<file path="src/rtl/mcpu_pkg.sv">
package mcpu_pkg;
  localparam int XLEN   = 32;
  localparam int RSEL_W = 5;
  localparam int NREG   = 1 << RSEL_W;

  localparam logic [5:0] OP_ADD  = 6'h01;
  localparam logic [5:0] OP_LD   = 6'h02;
  localparam logic [5:0] OP_BNZ  = 6'h03;
  localparam logic [5:0] OP_HALT = 6'h3F;

  typedef enum logic [2:0] {
    ST_IF   = 3'd0,
    ST_ID   = 3'd1,
    ST_EX   = 3'd2,
    ST_MEM  = 3'd3,
    ST_WB   = 3'd4,
    ST_STOP = 3'd5
  } step_e;

  typedef enum logic [1:0] {
    ALU_AB  = 2'd0,
    ALU_AI  = 2'd1,
    ALU_PCI = 2'd2
  } alu_sel_e;

  typedef struct packed {
    logic [5:0]        op;
    logic [RSEL_W-1:0] rs1;
    logic [RSEL_W-1:0] rs2;
    logic [15:0]       imm;
  } instr_t;

  function automatic logic [XLEN-1:0] sext16(input logic [15:0] v);
    return {{(XLEN-16){v[15]}}, v};
  endfunction

  function automatic logic [XLEN-1:0] wrap_add(input logic [XLEN-1:0] a,
                                               input logic [XLEN-1:0] b);
    return a + b;
  endfunction

  function automatic logic [RSEL_W-1:0] rd_field(input logic [15:0] imm);
    return imm[15:11];
  endfunction
endpackage

</file>
<file path="src/rtl/mcpu_regfile.sv">
module mcpu_regfile import mcpu_pkg::*; (
  input  logic              clk,
  input  logic              rst_n,
  input  logic              we,
  input  logic [RSEL_W-1:0] wsel,
  input  logic [XLEN-1:0]   wdata,
  input  logic [RSEL_W-1:0] rsel_a,
  input  logic [RSEL_W-1:0] rsel_b,
  input  logic [RSEL_W-1:0] rsel_d,
  output logic [XLEN-1:0]   rdata_a,
  output logic [XLEN-1:0]   rdata_b,
  output logic [XLEN-1:0]   rdata_d
);
  logic [XLEN-1:0] regs [NREG];

  assign regs[0] = '0;

  for (genvar i = 1; i < NREG; i++) begin : g_reg
    always_ff @(posedge clk) begin
      if (!rst_n)
        regs[i] <= '0;
      else if (we && wsel == RSEL_W'(i))
        regs[i] <= wdata;
    end
  end

  assign rdata_a = regs[rsel_a];
  assign rdata_b = regs[rsel_b];
  assign rdata_d = regs[rsel_d];
endmodule

</file>
<file path="src/rtl/mcpu_alu.sv">
module mcpu_alu import mcpu_pkg::*; (
  input  alu_sel_e        sel,
  input  logic [XLEN-1:0] opa,
  input  logic [XLEN-1:0] opb,
  input  logic [XLEN-1:0] pcv,
  input  logic [15:0]     imm,
  output logic [XLEN-1:0] y,
  output logic            a_nz
);
  always_comb begin
    unique case (sel)
      ALU_AI:  y = wrap_add(opa, sext16(imm));
      ALU_PCI: y = wrap_add(pcv, sext16(imm));
      default: y = wrap_add(opa, opb);
    endcase
  end

  assign a_nz = |opa;
endmodule

</file>
<file path="src/rtl/mcpu_seq.sv">
module mcpu_seq import mcpu_pkg::*; (
  input  logic  clk,
  input  logic  rst_n,
  input  logic  stop_req,
  output step_e step
);
  step_e nxt;

  always_comb begin
    unique case (step)
      ST_IF:   nxt = ST_ID;
      ST_ID:   nxt = stop_req ? ST_STOP : ST_EX;
      ST_EX:   nxt = ST_MEM;
      ST_MEM:  nxt = ST_WB;
      ST_WB:   nxt = ST_IF;
      default: nxt = ST_STOP;
    endcase
  end

  always_ff @(posedge clk) begin
    if (!rst_n) step <= ST_IF;
    else        step <= nxt;
  end
endmodule

</file>
<file path="src/rtl/mcpu_core.sv">
module mcpu_core import mcpu_pkg::*; #(
  parameter int PC_W = 16
) (
  input  logic              clk,
  input  logic              rst_n,
  output logic [PC_W-3:0]   mem_addr,
  output logic              mem_rd,
  input  logic [XLEN-1:0]   mem_rdata,
  input  logic [RSEL_W-1:0] dbg_sel,
  output logic [XLEN-1:0]   dbg_data,
  output logic              halted,
  output logic              err
);
  step_e           step;
  logic [PC_W-1:0] pc_q, mar_q;
  logic [XLEN-1:0] ir_q, a_q, b_q, alu_q, mdr_q;
  logic            cond_q, err_q;
  instr_t          ins;

  logic is_add, is_ld, is_bnz, is_halt, is_known;
  logic stop_req, fetch_ev, wb_ev, br_take_ev;
  logic [XLEN-1:0] rs1_val, rs2_val, alu_y, wb_data;
  logic [RSEL_W-1:0] wb_sel;
  logic a_nz;
  alu_sel_e alu_sel;

  assign ins      = instr_t'(ir_q);
  assign is_add   = ins.op == OP_ADD;
  assign is_ld    = ins.op == OP_LD;
  assign is_bnz   = ins.op == OP_BNZ;
  assign is_halt  = ins.op == OP_HALT;
  assign is_known = is_add | is_ld | is_bnz | is_halt;

  assign stop_req   = is_halt | ~is_known;
  assign fetch_ev   = step == ST_IF;
  assign wb_ev      = step == ST_WB && (is_add || is_ld);
  assign br_take_ev = step == ST_MEM && is_bnz && cond_q;

  mcpu_seq u_seq (
    .clk      (clk),
    .rst_n    (rst_n),
    .stop_req (stop_req),
    .step     (step)
  );

  assign wb_sel  = is_add ? rd_field(ins.imm) : ins.rs2;
  assign wb_data = is_add ? alu_q : mdr_q;

  mcpu_regfile u_rf (
    .clk     (clk),
    .rst_n   (rst_n),
    .we      (wb_ev),
    .wsel    (wb_sel),
    .wdata   (wb_data),
    .rsel_a  (ins.rs1),
    .rsel_b  (ins.rs2),
    .rsel_d  (dbg_sel),
    .rdata_a (rs1_val),
    .rdata_b (rs2_val),
    .rdata_d (dbg_data)
  );

  always_comb begin
    if (is_ld)       alu_sel = ALU_AI;
    else if (is_bnz) alu_sel = ALU_PCI;
    else             alu_sel = ALU_AB;
  end

  mcpu_alu u_alu (
    .sel  (alu_sel),
    .opa  (a_q),
    .opb  (b_q),
    .pcv  (XLEN'(pc_q)),
    .imm  (ins.imm),
    .y    (alu_y),
    .a_nz (a_nz)
  );

  assign mem_addr = fetch_ev ? pc_q[PC_W-1:2] : mar_q[PC_W-1:2];
  assign mem_rd   = fetch_ev || (step == ST_MEM && is_ld);
  assign halted   = step == ST_STOP;
  assign err      = err_q;

  always_ff @(posedge clk) begin
    if (!rst_n) begin
      pc_q   <= '0;
      mar_q  <= '0;
      ir_q   <= '0;
      a_q    <= '0;
      b_q    <= '0;
      alu_q  <= '0;
      mdr_q  <= '0;
      cond_q <= 1'b0;
      err_q  <= 1'b0;
    end else begin
      unique case (step)
        ST_IF: begin
          mar_q <= pc_q;
          ir_q  <= mem_rdata;
        end
        ST_ID: begin
          a_q  <= rs1_val;
          b_q  <= rs2_val;
          pc_q <= pc_q + PC_W'(4);
          if (!is_known) err_q <= 1'b1;
        end
        ST_EX: begin
          if (is_ld) mar_q <= alu_y[PC_W-1:0];
          else       alu_q <= alu_y;
          cond_q <= a_nz;
        end
        ST_MEM: begin
          if (is_ld)      mdr_q <= mem_rdata;
          if (br_take_ev) pc_q  <= alu_q[PC_W-1:0];
        end
        default: ;
      endcase
    end
  end
endmodule

</file>
<file path="config.mk">
export PLATFORM = sky130hd
export DESIGN_NAME = mcpu_core
export DESIGN_NICKNAME = d
export VERILOG_FILES = /design/src/rtl/mcpu_pkg.sv /design/src/rtl/mcpu_regfile.sv /design/src/rtl/mcpu_alu.sv /design/src/rtl/mcpu_seq.sv /design/src/rtl/mcpu_core.sv
export SDC_FILE = /design/constraint.sdc
export NUM_CORES = 2
export LEC_CHECK = 0
export CORE_ASPECT_RATIO = 0.5
export CORE_MARGIN = 2
export CORE_UTILIZATION = 50
export DETAILED_ROUTE_END_ITERATION = 10
export GPL_TIMING_DRIVEN = 1
export PLACE_DENSITY_LB_ADDON = 0.1
export SLEW_MARGIN = 20
export SYNTH_ARGS = -nofsm -noshare
export SYNTH_HDL_FRONTEND = slang
export SYNTH_SLANG_ARGS = --single-unit
</file>
<file path="constraint.sdc">
create_clock -name clk -period 14.03 [get_ports clk]
set_clock_uncertainty 0.2 [all_clocks]
set_input_delay 3.5075 -clock clk [delete_from_list [all_inputs] [get_ports clk]]
set_output_delay 3.5075 -clock clk [all_outputs]
set_load 0.01 [all_outputs]
</file>
# After elaboration in Yosys (flattened, before gate mapping)
# Cells that the tools add are included.
# word_totals
elab_cells	168
inputBits	39
reg_bits	1189
out_inout_bits	49
# classes
n_bitwise	9
eq_ne	44
magnitude_cmp	3
n_reduce_logical	46
n_mux	21
add_sub_neg	4
# ops
cell	n
$bmux W32 S5	3
$mux W32	7
$eq A5 B5 Y1 const B	16
$add A32 B32 Y32	2
$pmux W16 S2	2
$pmux W32 S2	1
$eq A5 B4 Y1 const B	8
$logic_and A1 B1 Y1	35
$mux W16	2
$reduce_or A32 Y1	1
$eq A5 B3 Y1 const B	4
$add A17 B16 Y18	1
$ge A6 B6 Y1 const B	3
$not A5 Y6	3
$add A16 B3 Y16 const B	1
$pmux W3 S5	1
$mux W14	1
$eq A6 B2 Y1 const B	2
$eq A5 B2 Y1 const B	2
$reduce_and A2 Y1	5
$eq A3 B2 Y1 const B	2
$eq A3 B3 Y1 const B	2
$eq A6 B1 Y1 const B	1
$eq A6 B6 Y1 const B	1
13 further kinds	21

# Logic depth before layout (Yosys ltp)
# depth
word_depth	8
ltp_mapped	18
depth_no_buf	16

# Modules after synthesis
# A second synthesis with hierarchy kept.
# hier_totals
cells_unflattened	9221
hier_area_um2	74293.8
# by_module_without_submodules
mod	instances	cells_each	area_each_um2
mcpu_regfile	1	7641	62232.2
mcpu_core	1	1009	7960.1
mcpu_alu	1	557	3968.8
mcpu_seq	1	14	132.6

# Least setup slack after synthesis
# Ideal clock, no wire load.
# synth_path
path_kind	input port to output port
from	input dbg_sel[0]
to	output dbg_data[0]
t_arrival_ns	5.936
n_path_buf	3
stages	6
setup_slack_ns	4.386
path_cell_list	clkbuf_1 -> clkbuf_1 -> buf_1 -> mux4_2 -> mux4_2 -> mux2_2
# synth_via
elab_chain_cells	4
# synth_rtl
item	line	source
from (decl)	mcpu_core.sv:9	input logic [RSEL_W-1:0] dbg_sel,
$not A5 Y6 (implied by the code)	mcpu_regfile.sv:29	assign rdata_d = regs[rsel_d];
$bmux W32 S5	mcpu_regfile.sv:29	
$mux W32 (implied by the code) (2 in series)	mcpu_regfile.sv:29	
to (decl)	mcpu_core.sv:10	output logic [XLEN-1:0] dbg_data,
# No other way between the ends. The select of a mux whose other input is x is not followed.

# Final worst setup path
# layout_path
from	input dbg_sel[0]
to	output dbg_data[1]
# The elaborated chain is that of the path after synthesis.

==> run metrics <==
slowest stage delay, CP=0.82 ns; final hold vios=0; PortBufs=between 80 and 90; Tcrit/Tclk final=0.769; worst hold path class=reg2reg; clock latency on the worst-skew pair=~0.76 ns; vias in the first global route=roughly 54k; Crit Path Class=in2out; Leak=0.0232 uW; sw power=roughly 2200 uW; Post-synth ARST share=0; Avg WL per Cell=a little over 30 um; Synth area leaders=dfxtp_1, mux4_2, a211oi_1; Max VDD drop=around 0.095 mV; TNS Setup=0 ns; post-synthesis cell count=about 6.6k; FILL cells=~12k; final net count=about 6.3k; CP max-delay cell=buf_4; Critical Path Most Common Cell=mux4_2; CTS tree=yes; CP startpoint kind=primary input; Reg clk slew, reported paths=about 0.07 ns; max-slew violations=0; initial antenna violation count=10; delay-heaviest family, CP=buffers and inverters; GPL Wtd Cong=0.914; Flop pwr share=0.445; Layout area overhead=9.05%; Setup-failing EPs final=0; Critical Path Sink Type=output port; Critical Path AT=about 7 ns; Residual DRC=0; GRT overflow=0; DRT antenna net count=0; H-tree depth=3; Max Freq=around 93 MHz; Root Buffer=clkbuf_16; clk buf depth=3; max_slew headroom=0.193; unrepaired setup endpoints after global routing=no; maximum fanout along the worst path=just under 80; Clock Sinks=between 1k and 1.5k; Post-CTS Setup Bufs=0; Yosys Warn Count=0; first-pass GRT wire length=approximately 360 mm; max cap viols=0; run status=complete, no violations; via count=approximately 57k; share of layout cells above drive strength 1=0.228; Logic pwr share=0.117; Yosys top cell by area=dfxtp_1; Mapped Avg Cell Area=between 10 and 15 sq um; Worst-Margin Slew=about 1.2 ns; Synthesized Nets=6673; Cell Area, Placed=between 60000 and 70000 sq um; Crit path required time=between 10 and 15 ns; CTS Buf Count=around 110; top cell type's share of synthesized area=0.352; count leader, synth=nor2_1; sw frac=0.282; top post-synthesis cells by count=nor2_1, dfxtp_1, a211oi_1; Synth cell types=75; IO Pins=around 90; Power Density=107 nW/um^2; final worst path period need=10.78 ns; core footprint=between 100000 and 150000 sq um; register area share after synthesis=0.352; overall routed net length=247 mm; largest net degree at the start of global routing=slightly above 200; Clock Power Share=0.438; die height=about 260 um; Initial Utilization=0.503; EDFF count, synth=0; Bufs and invs on worst path=3; GRT Resource Usage Total=0.355; site row count=95; CP cell instances=buf_8 > buf_4 > mux4_2 > mux4_2 > mux2_2 > clkdlybuf4s50_1; ys flop type=dfxtp_1; cts hold-fix bufs=0; Die Width=~520 um; PostCTS Resize Cnt=0; internal power=between 5000 and 6000 uW; DP Wirelength=150 mm; 1st-pass router iterations=6; synthesized area=between 60000 and 70000 sq um; final instance area=73700 sq um; full die area=approximately 140000 sq um; Via density=about 7.0; Synth Register Bits=between 1k and 1.5k; initial DRC count=between 8k and 9k
## layer usage
| metal | GRT usage | up-vias | share of wire | wire, um |
|---|---|---|---|---|
| li1 | - | 24300 | - | - |
| met1 | 0.517 | 28200 | 0.42 | 103000 |
| met2 | 0.495 | 3546 | 0.41 | 102000 |
| met3 | 0.120 | 488 | 0.14 | 34900 |
| met4 | 0.110 | 6 | 0.033 | 8170 |
| met5 | 0 | - | 0.00036 | 88 |
## cell families (layout without fill, tap and decap cells)
family / Yosys count / after routing / synth area share
and+or+nand+nor: 1858 / 1858 / 0.111
buffers and inverters: 775 / 481 / 0.0455
adders and majority gates: 52 / 52 / 0.00985
xor gates and xnor gates: 36 / 36 / 0.00467
AOI/OAI and AO/OA: 1644 / 1644 / 0.173
muxes: 1030 / 1030 / 0.304
DFF: 1187 / 1187 / 0.352
other: 0 / 3 / 0
## worst paths after layout
check,end,cells after the start,slack (ns),startpoint
max,dbg_data[1],6,3.25,dbg_sel[0]
min reg2reg,b_q[29],2,0.26,b_q[29]
max reg2reg,u_rf.regs[690],11,8.98,ins[31]
min,b_q[29],2,0.26,b_q[29]
## cell type report
class	count	area (sq um)	share of cell area
multi-input cells	4620	41200	0.559
flip-flops and latches	1187	23800	0.323
clock buffers	136	3080	0.0418
repair buffers	245	2250	0.0306
well taps	1794	2240	0.0305
clock inverters	75	1020	0.0139
inverters	25	104	0.00141
diodes	3	7.51	0.000102
## tightest hold or removal path, delay by kind of cell, from the launching register on
family / cells / cell delay [ns]
DFF: 1 / 0.31
and+or+nand+nor: 1 / 0.05
AOI/OAI and AO/OA: 1 / 0.05
## power by group through the flow
stage / registers (uW) / logic, uW / clock network, uW
final: 3500 / 916 / 3440
after global routing: 3500 / 963 / 3600
after CTS: 3490 / 901 / 3460
after detailed placement: 3570 / 899 / 0
after global placement: 3570 / 890 / 0
after floorplan: 3490 / 638 / 0
## flip-flops by register name (all words and copies together) (netlist names)
name	cells
alu_q	32
err	1
cond_q	1
a_q	32
mar_q	14
b_q	32
mdr_q	32
pc_q	16
u_seq.step	3
u_rf.regs	992
ins	32
## metrics by stage
stage	instances	setup slack, ns	total power [uW]	hold WS (ns)	util
2_1_floorplan	6582	4.39	4130	0.232	-
5_1_grt	8082	3.08	8060	0.272	0.549
3_5_place_dp	7868	3.22	4470	0.247	0.518
4_1_cts	8079	3.21	7850	0.257	0.548
6_report	8085	3.25	7850	0.257	0.549
3_3_place_gp	7864	3.25	4460	0.240	0.517
## cells in the final DEF (no fill, tap or decap), drive strengths merged, types with 11 or more instances in the layout
| cell | netlist | layout |
|---|---|---|
| a211oi | 1042 | 1042 |
| a21o | 43 | 43 |
| a21oi | 225 | 225 |
| a22o | 97 | 97 |
| a31oi | 22 | 22 |
| and3 | 13 | 13 |
| buf | 208 | 163 |
| bufinv | 0 | 20 |
| clkbuf | 542 | 136 |
| clkdlybuf4s50 | 0 | 82 |
| clkinv | 3 | 30 |
| clkinvlp | 0 | 19 |
| dfxtp | 1187 | 1187 |
| ha | 50 | 50 |
| inv | 22 | 31 |
| mux2 | 160 | 160 |
| mux2i | 70 | 70 |
| mux4 | 800 | 800 |
| nand2 | 442 | 442 |
| nand3 | 56 | 56 |
| nor2 | 1248 | 1248 |
| nor3 | 36 | 36 |
| nor4 | 11 | 11 |
| o211ai | 36 | 36 |
| o21ai | 126 | 126 |
| xnor2 | 20 | 20 |
| xor2 | 16 | 16 |
(Power assumes the default switching activity.)
